[config.mk]
export PLATFORM = sky130hd
export DESIGN_NAME = cfg_write_guard
export DESIGN_NICKNAME = d
export VERILOG_FILES = /design/src/rtl/cfg_write_guard.sv
export SDC_FILE = /design/constraint.sdc
export NUM_CORES = 1
export LEC_CHECK = 0
export BUFFER_PORTS_ARGS = -buffer_cell sky130_fd_sc_hd__buf_2
export CAP_MARGIN = 20
export CELL_PAD_IN_SITES_DETAIL_PLACEMENT = 1
export CELL_PAD_IN_SITES_GLOBAL_PLACEMENT = 1
export CORE_MARGIN = 2
export CORE_UTILIZATION = 39
export DETAILED_ROUTE_END_ITERATION = 8
export HOLD_SLACK_MARGIN = 0.15
export PLACE_DENSITY_LB_ADDON = 0.1
export SETUP_SLACK_MARGIN = 0.2
export SYNTH_ARGS = -nofsm -noshare
export SYNTH_HDL_FRONTEND = slang
export SYNTH_SLANG_ARGS = --single-unit
[constraint.sdc]
create_clock -name clk -period 5.1 [get_ports clk]
set_input_delay 1.02 -clock clk [delete_from_list [all_inputs] [get_ports clk]]
set_output_delay 1.02 -clock clk [all_outputs]
set_load 0.01 [all_outputs]
[src/rtl/cfg_write_guard.sv]
module cfg_write_guard #(
  parameter int                ADDR_W    = 20,
  parameter int                DATA_W    = 32,
  parameter logic [ADDR_W-1:0] A_KICK0   = 20'h00038,
  parameter logic [ADDR_W-1:0] A_KICK1   = 20'h0003C,
  parameter logic [ADDR_W-1:0] A_LOCK    = 20'h40004,
  parameter logic [ADDR_W-1:0] A_GATED   = 20'h40008,
  parameter logic [ADDR_W-1:0] A_PRIV    = 20'h0041C,
  parameter logic [ADDR_W-1:0] A_PLAIN   = 20'h00200,
  parameter logic [ADDR_W-1:0] A_ONCE    = 20'h00204,
  parameter logic [ADDR_W-1:0] A_OBITS   = 20'h00208,
  parameter logic [DATA_W-1:0] KEY0      = 32'h83E70B13,
  parameter logic [DATA_W-1:0] KEY1      = 32'h95A4F1E0,
  parameter logic [DATA_W-1:0] LOCK_KEY  = 32'h0F0A0B00,
  parameter logic [DATA_W-1:0] PRIV_RST  = 32'hAAAAAAAA
) (
  input  logic              clk,
  input  logic              rst,
  input  logic [ADDR_W-1:0] bus_addr,
  input  logic [DATA_W-1:0] bus_wdata,
  input  logic              bus_we,
  output logic [DATA_W-1:0] bus_rdata,
  output logic              bus_err
);

  typedef enum logic [1:0] {KS_LOCKED, KS_HALF, KS_OPEN} kick_t;

  localparam logic [DATA_W-1:0] ONE = {{(DATA_W-1){1'b0}}, 1'b1};

  kick_t             kst;
  logic [DATA_W-1:0] lock_q, gated_q, priv_q, plain_q, once_q, obits_q, obits_flag;
  logic              once_done;

  wire hit_k0    = bus_addr == A_KICK0;
  wire hit_k1    = bus_addr == A_KICK1;
  wire hit_lock  = bus_addr == A_LOCK;
  wire hit_gated = bus_addr == A_GATED;
  wire hit_priv  = bus_addr == A_PRIV;
  wire hit_plain = bus_addr == A_PLAIN;
  wire hit_once  = bus_addr == A_ONCE;
  wire hit_obits = bus_addr == A_OBITS;

  wire is_open   = kst == KS_OPEN;
  wire prot_hit  = hit_priv | hit_plain | hit_once | hit_obits | hit_gated;
  wire deny      = bus_we && prot_hit &&
                   (!is_open ||
                    (hit_gated && lock_q != LOCK_KEY) ||
                    (hit_once && once_done));
  wire accept    = bus_we && !deny;

  // kick handshake
  always_ff @(posedge clk) begin
    if (rst) kst <= KS_LOCKED;
    else if (bus_we && hit_k0) begin
      if (bus_wdata != KEY0) kst <= KS_LOCKED;
      else if (kst != KS_OPEN) kst <= KS_HALF;
    end else if (bus_we && hit_k1) begin
      if (bus_wdata != KEY1) kst <= KS_LOCKED;
      else if (kst == KS_HALF) kst <= KS_OPEN;
    end
  end

  // register file
  always_ff @(posedge clk) begin
    if (rst) begin
      lock_q     <= '0;
      gated_q    <= '0;
      priv_q     <= PRIV_RST;
      plain_q    <= '0;
      once_q     <= '0;
      once_done  <= 1'b0;
      obits_q    <= '0;
      obits_flag <= '0;
      bus_err    <= 1'b0;
    end else begin
      bus_err <= deny;
      if (accept) begin
        if (hit_lock)  lock_q  <= bus_wdata;
        if (hit_gated) gated_q <= bus_wdata;
        if (hit_priv)  priv_q  <= bus_wdata;
        if (hit_plain) plain_q <= bus_wdata;
        if (hit_once) begin
          once_q    <= bus_wdata;
          once_done <= 1'b1;
        end
        if (hit_obits) begin
          obits_q    <= (obits_q & obits_flag) | (bus_wdata & ~obits_flag);
          obits_flag <= obits_flag | bus_wdata;
        end
      end
    end
  end

  always_comb begin
    bus_rdata = '0;
    if (hit_k0 || hit_k1) bus_rdata = is_open ? ONE : '0;
    else if (hit_lock)    bus_rdata = lock_q;
    else if (hit_gated)   bus_rdata = gated_q;
    else if (hit_priv)    bus_rdata = priv_q;
    else if (hit_plain)   bus_rdata = plain_q;
    else if (hit_once)    bus_rdata = once_q;
    else if (hit_obits)   bus_rdata = obits_q;
  end

  AST_OPEN_AFTER_KEY1: assert property (@(posedge clk) disable iff (rst)
    $rose(kst == KS_OPEN) |-> $past(bus_we && hit_k1 && bus_wdata == KEY1));
  AST_LOCKED_ERR: assert property (@(posedge clk) disable iff (rst)
    (bus_we && (hit_plain || hit_priv) && kst != KS_OPEN) |=> bus_err);
  AST_LOCKED_HOLD: assert property (@(posedge clk) disable iff (rst)
    (bus_we && hit_priv && kst != KS_OPEN) |=> $stable(priv_q));
  AST_GATE_KEY: assert property (@(posedge clk) disable iff (rst)
    (bus_we && hit_gated && lock_q != LOCK_KEY) |=> $stable(gated_q));
  AST_ONCE_HOLD: assert property (@(posedge clk) disable iff (rst)
    once_done |=> (once_done && $stable(once_q)));
  AST_BITS_STICKY: assert property (@(posedge clk) disable iff (rst)
    (bus_we && hit_obits) |=> ((obits_q ^ $past(obits_q)) & $past(obits_flag)) == '0);
  AST_ERR_NEEDS_WRITE: assert property (@(posedge clk) disable iff (rst)
    !$past(bus_we) |-> !bus_err);

endmodule

======== After elaboration in Yosys (flattened, before gate mapping) ========
Index checks and enable logic that the tools add are counted.
Widths: inputs -> output; s select.
storage, ports and cells
  logic and storage cells ................. 69
  input bits .............................. 55
  register bits ........................... 228
operators by class
  reduce and logical (&&, ||, !) cells .... 21
  multiplexer cells ....................... 14
  bitwise operators ....................... 9
  equality and inequality tests ........... 15
operators by type and width
  kind                  number
  $mux 32               7
  $and 32x32->32        2
  $ne 32x32->1 const B  2
  $or 32x32->32         2
  $eq 20x10->1 const B  3
  $eq 20x19->1 const B  2
  $eq 20x6->1 const B   2
  $ne 32x28->1 const B  1
  $not 32->32           1
  $eq 20x11->1 const B  1
  $mux 2                6
  $reduce_and 2->1      6
  $logic_and 1x1->1     7
  $or 1x1->1            4
  $logic_or 1x1->1      3
  $ne 3x1->1 const B    1
  $reduce_and 3->1      1
  $reduce_bool 3->1     1
  $eq 2x1->1 const B    1
  $eq 2x2->1 const B    1
  $logic_not 1->1       2
  $ne 2x2->1 const B    1
  $reduce_bool 2->1     1
  $mux 1                1

======== Depth between registers and ports, before layout ========
  word-level depth ........................ 10
  gate-level depth with buffers ........... 8

======== Worst setup path after synthesis ========
Ideal clock, no wire load.
  kind .................................... input to output
  start ................................... in bus_addr[13]
  end ..................................... out bus_rdata[31]
  arrival time ............................ 2.694 ns
  stages .................................. 6
  buffers on the path ..................... 1
  setup slack ............................. 1.386 ns
  cell sequence ........................... nor4_4 -> nand4_4 -> nor3_1 -> clkbuf_1 -> a221oi_1 -> a21oi_1
between the ends
  word-level cells in the longest chain between the ends .. 8
  elaborated cells on any way between the ends .. 16
ends and longest elaborated chain
  element             line  source
  start: declaration  19    input logic [ADDR_W-1:0] bus_addr,
  $eq 20x10->1        41    wire hit_obits = bus_addr == A_OBITS;
  $mux 32             102   else if (hit_obits) bus_rdata = obits_q;
  $mux 32             101   else if (hit_once) bus_rdata = once_q;
  $mux 32             100   else if (hit_plain) bus_rdata = plain_q;
  $mux 32             99    else if (hit_priv) bus_rdata = priv_q;
  $mux 32             98    else if (hit_gated) bus_rdata = gated_q;
  $mux 32             97    else if (hit_lock) bus_rdata = lock_q;
  $mux 32 (*)         96    if (hit_k0 || hit_k1) bus_rdata = is_open ? ONE : '0;
  end: declaration    22    output logic [DATA_W-1:0] bus_rdata,
Mark *: on every way between the ends. The rest lies on a longest branch, timed or not.

======== Worst setup path in the final report ========
  start ................................... in bus_addr[17]
  end ..................................... out bus_rdata[14]
Same word-level chain as after synthesis.

==> metrics.md <==
| Metric | Value |
|---|---|
| Yosys reg bits | 228 |
| Pwr Density | 343 nW/um^2 |
| Seq pwr share | 46.7% |
| Fin. Hold Viols | 0 |
| Tmin final | 4.40 ns |
| Post_cts resized | 0 |
| Largest stage delay, worst path | 0.49 ns |
| WP data required | 4.08 ns |
| Final setup TNS | 0 ns |
| Max-Cap Viols | 0 |
| Detailed placement HPWL | 21500 um |
| Num rows | 57 |
| Worst Hold Class | flop to flop |
| Clock power frac | 50.3% |
| Vias in the first global route | 9268 |
| Total Power | 3.82 mW |
| Sum of buffers and inverters on the critical path | 3 |
| Clk slew on worst S/H paths | 0.05 ns |
| Initial Util | 39.5% |
| Ant diodes | 0 |
| Critical path type | input pin to output port |
| Mean post-synth cell area | 7.74 um^2 |
| Peak supply drop | 201 uV |
| Count of final setup violators | 0 |
| Dpl ws | 0.729 ns |
| Syn nets | 1292 |
| Clk sinks | 228 |
| NetSw | 839 uW |
| Async SR Flop Fraction | 0% |
| Max Clock Skew | 0.0197 ns |
| IO Pins | 88 |
| Crit path DAT | 3.38 ns |
| Number of buffers created by CTS | 27 |
| Highest clock rate | 0.227 GHz |
| Placed Area | 10200 um^2 |
| Area grow syn2layout | 16.1% |
| Critical Path End Type | output port |
| Buffers on Ports | 87 |
| Startpoint Class | input pin |
| Hold buffer count at CTS | 0 |
| Initial antenna violation count | 0 |
| Pleak | 3.80 nW |
| RSZ-0062 raised after global routing | false |
| Delay-heaviest family, CP | simple AND/OR/NAND/NOR gates |
| Die area | 25800 um^2 |
| Avg WL per Cell | 21.5 um |
| Post-CTS setup buffers | 0 |
| DR vias | 9255 |
| Routability cong. | 0.788 |
| Gr usage total | 26.7% |
| Max-slew headroom at the worst pin | 32.8% |
| Worst skew pair latency | 0.54 ns |
| Die width | 161 um |
| Crit-path max FO | 33 |
| Post-Synthesis Cell Area | 9580 um^2 |
| Worst Slack Setup Final | 0.701 ns |
| Switching part of the total | 22.0% |
| Total wire length | 34500 um |
| Antenna Nets Post-Route | 0 |
| Cell chain of the critical path | buf_2 -> nor4_1 -> nand3b_1 -> nor4_4 -> buf_4 -> a221oi_1 -> o21ai_0 -> buf_2 |
| Fin crit share | 86.3% |
| Routing usage on met1 | 38.4% |
| DR DRC count | 0 |
| Share of cells above drive strength 1 | 13.1% |
| Crit-path slowest cell | nand3b_1 |
| Synth cell types | 43 |
| CORE AREA | 24200 um^2 |
| Top FF cell, synth | dfxtp_1 |
| Cell Int Power | 2.98 mW |
| Post-route cell area | 11100 um^2 |
| CTS HTree Levels | 1 |
| CTS root buffer | clkbuf_16 |
| Status | complete, no violations |
| M3 GR Usage | 3.25% |
| Most used cell, CP | buf_2 |
| DRT iter0 DRCs | 751 |
| Met2 usage | 43.4% |
| Post-synth EDFFs | 0 |
| Clock tree buffer depth | 3 |
| Most common cell after layout, fill and taps aside | nand2_1 |
| Pin count of the biggest net entering global routing | 82 |
| Min Hold Slack | 0.452 ns |
| Seq/Total Area, Yosys | 47.6% |
| Pins over their slew limit | 0 |
| Grt peak-use layer | met2 |
| Total global routing overflow | 0 |
| Drt first pass iters | 6 |
| Post-Syn Instances | 1237 |
| Die height | 161 um |
| Combinational group share of total power | 3.0% |
| CTS tree | built |
| Global-route wire length before repair | 54600 um |
| Nets | 1314 |
| Worst-margin pin slew | 1.00 ns |
| Most frequent cells in the layout | nand2_1 (338), a21oi_1 (243), dfxtp_1 (228) |
| Syn. warnings | 0 |
| Vias/cell | 5.78 |
[cells by family (layout without fill, tap and decap cells)]
logic type | after synthesis | count (layout) | share of synthesized area [%]
compound gates | 379 | 379 | 22.9
buf+inv | 129 | 170 | 5.26
flops | 228 | 228 | 47.6
simple gates | 500 | 500 | 24.1
mux | 1 | 1 | 0.104
[tightest hold or removal path: stages, from the launching register on]
cell	delay, ns
dfxtp_1	0.31
nand2_1	0.05
a21oi_1	0.05
[cells in the mapped netlist, drive strengths merged, types with 6 or more instances]
| master | count | share of area, % |
|---|---|---|
| nand2 | 338 | 13 |
| o21ai | 65 | 3.4 |
| nor4b | 6 | 0.55 |
| nor3 | 11 | 0.68 |
| a221oi | 31 | 2.8 |
| buf | 10 | 0.60 |
| dfxtp | 228 | 48 |
| a222oi | 31 | 3.2 |
| clkbuf | 114 | 4.5 |
| nand4 | 8 | 0.68 |
| nand3b | 36 | 2.8 |
| nand3 | 20 | 1.0 |
| nor2 | 43 | 1.7 |
| nor4 | 14 | 1.5 |
| a21oi | 243 | 13 |
[stage by stage]
step,utilization (%),std cells
floorplan,-,1237
global placement,42.3,1554
detailed placement,42.3,1554
CTS,45.9,1602
global route,45.9,1602
finish,45.9,1602
[layer usage]
layer,up-vias,share of wire (%),wire (um)
li1,4359,-,-
met1,4607,47,16300
met2,247,45,15600
met3,42,5.6,1940
met4,0,1.7,603
met5,-,0,0
[final cells by class]
| cell class | instances | area (um^2) |
|---|---|---|
| fillers | 2975 | 13100 |
| multi-input cells | 880 | 4570 |
| flip-flops and latches | 228 | 4560 |
| clock buffers | 42 | 762 |
| repair buffers | 117 | 692 |
| well taps | 324 | 405 |
| clock inverters | 6 | 109 |
| inverters | 5 | 18.8 |
[power groups by stage]
| stage | Sequential, mW | Combinational (mW) | Clock [mW] |
|---|---|---|---|
| after floorplan | 1.82 | 0.0647 | 0 |
| after global placement | 1.82 | 0.114 | 0 |
| after detailed placement | 1.82 | 0.115 | 0 |
| after CTS | 1.78 | 0.115 | 1.95 |
| after global routing | 1.78 | 0.124 | 2.03 |
| final | 1.78 | 0.115 | 1.92 |
[path summary, 6_finish.rpt]
check	start	endpoint	slack (ns)	cells past startpoint
max	bus_addr[17]	bus_rdata[14]	0.70	8
min reg2reg	once_q[6]	once_q[6]	0.45	2
max reg2reg	lock_q[18]	gated_q[8]	1.93	7
min	once_q[6]	once_q[6]	0.45	2
Power figures use the tool's default switching activity.
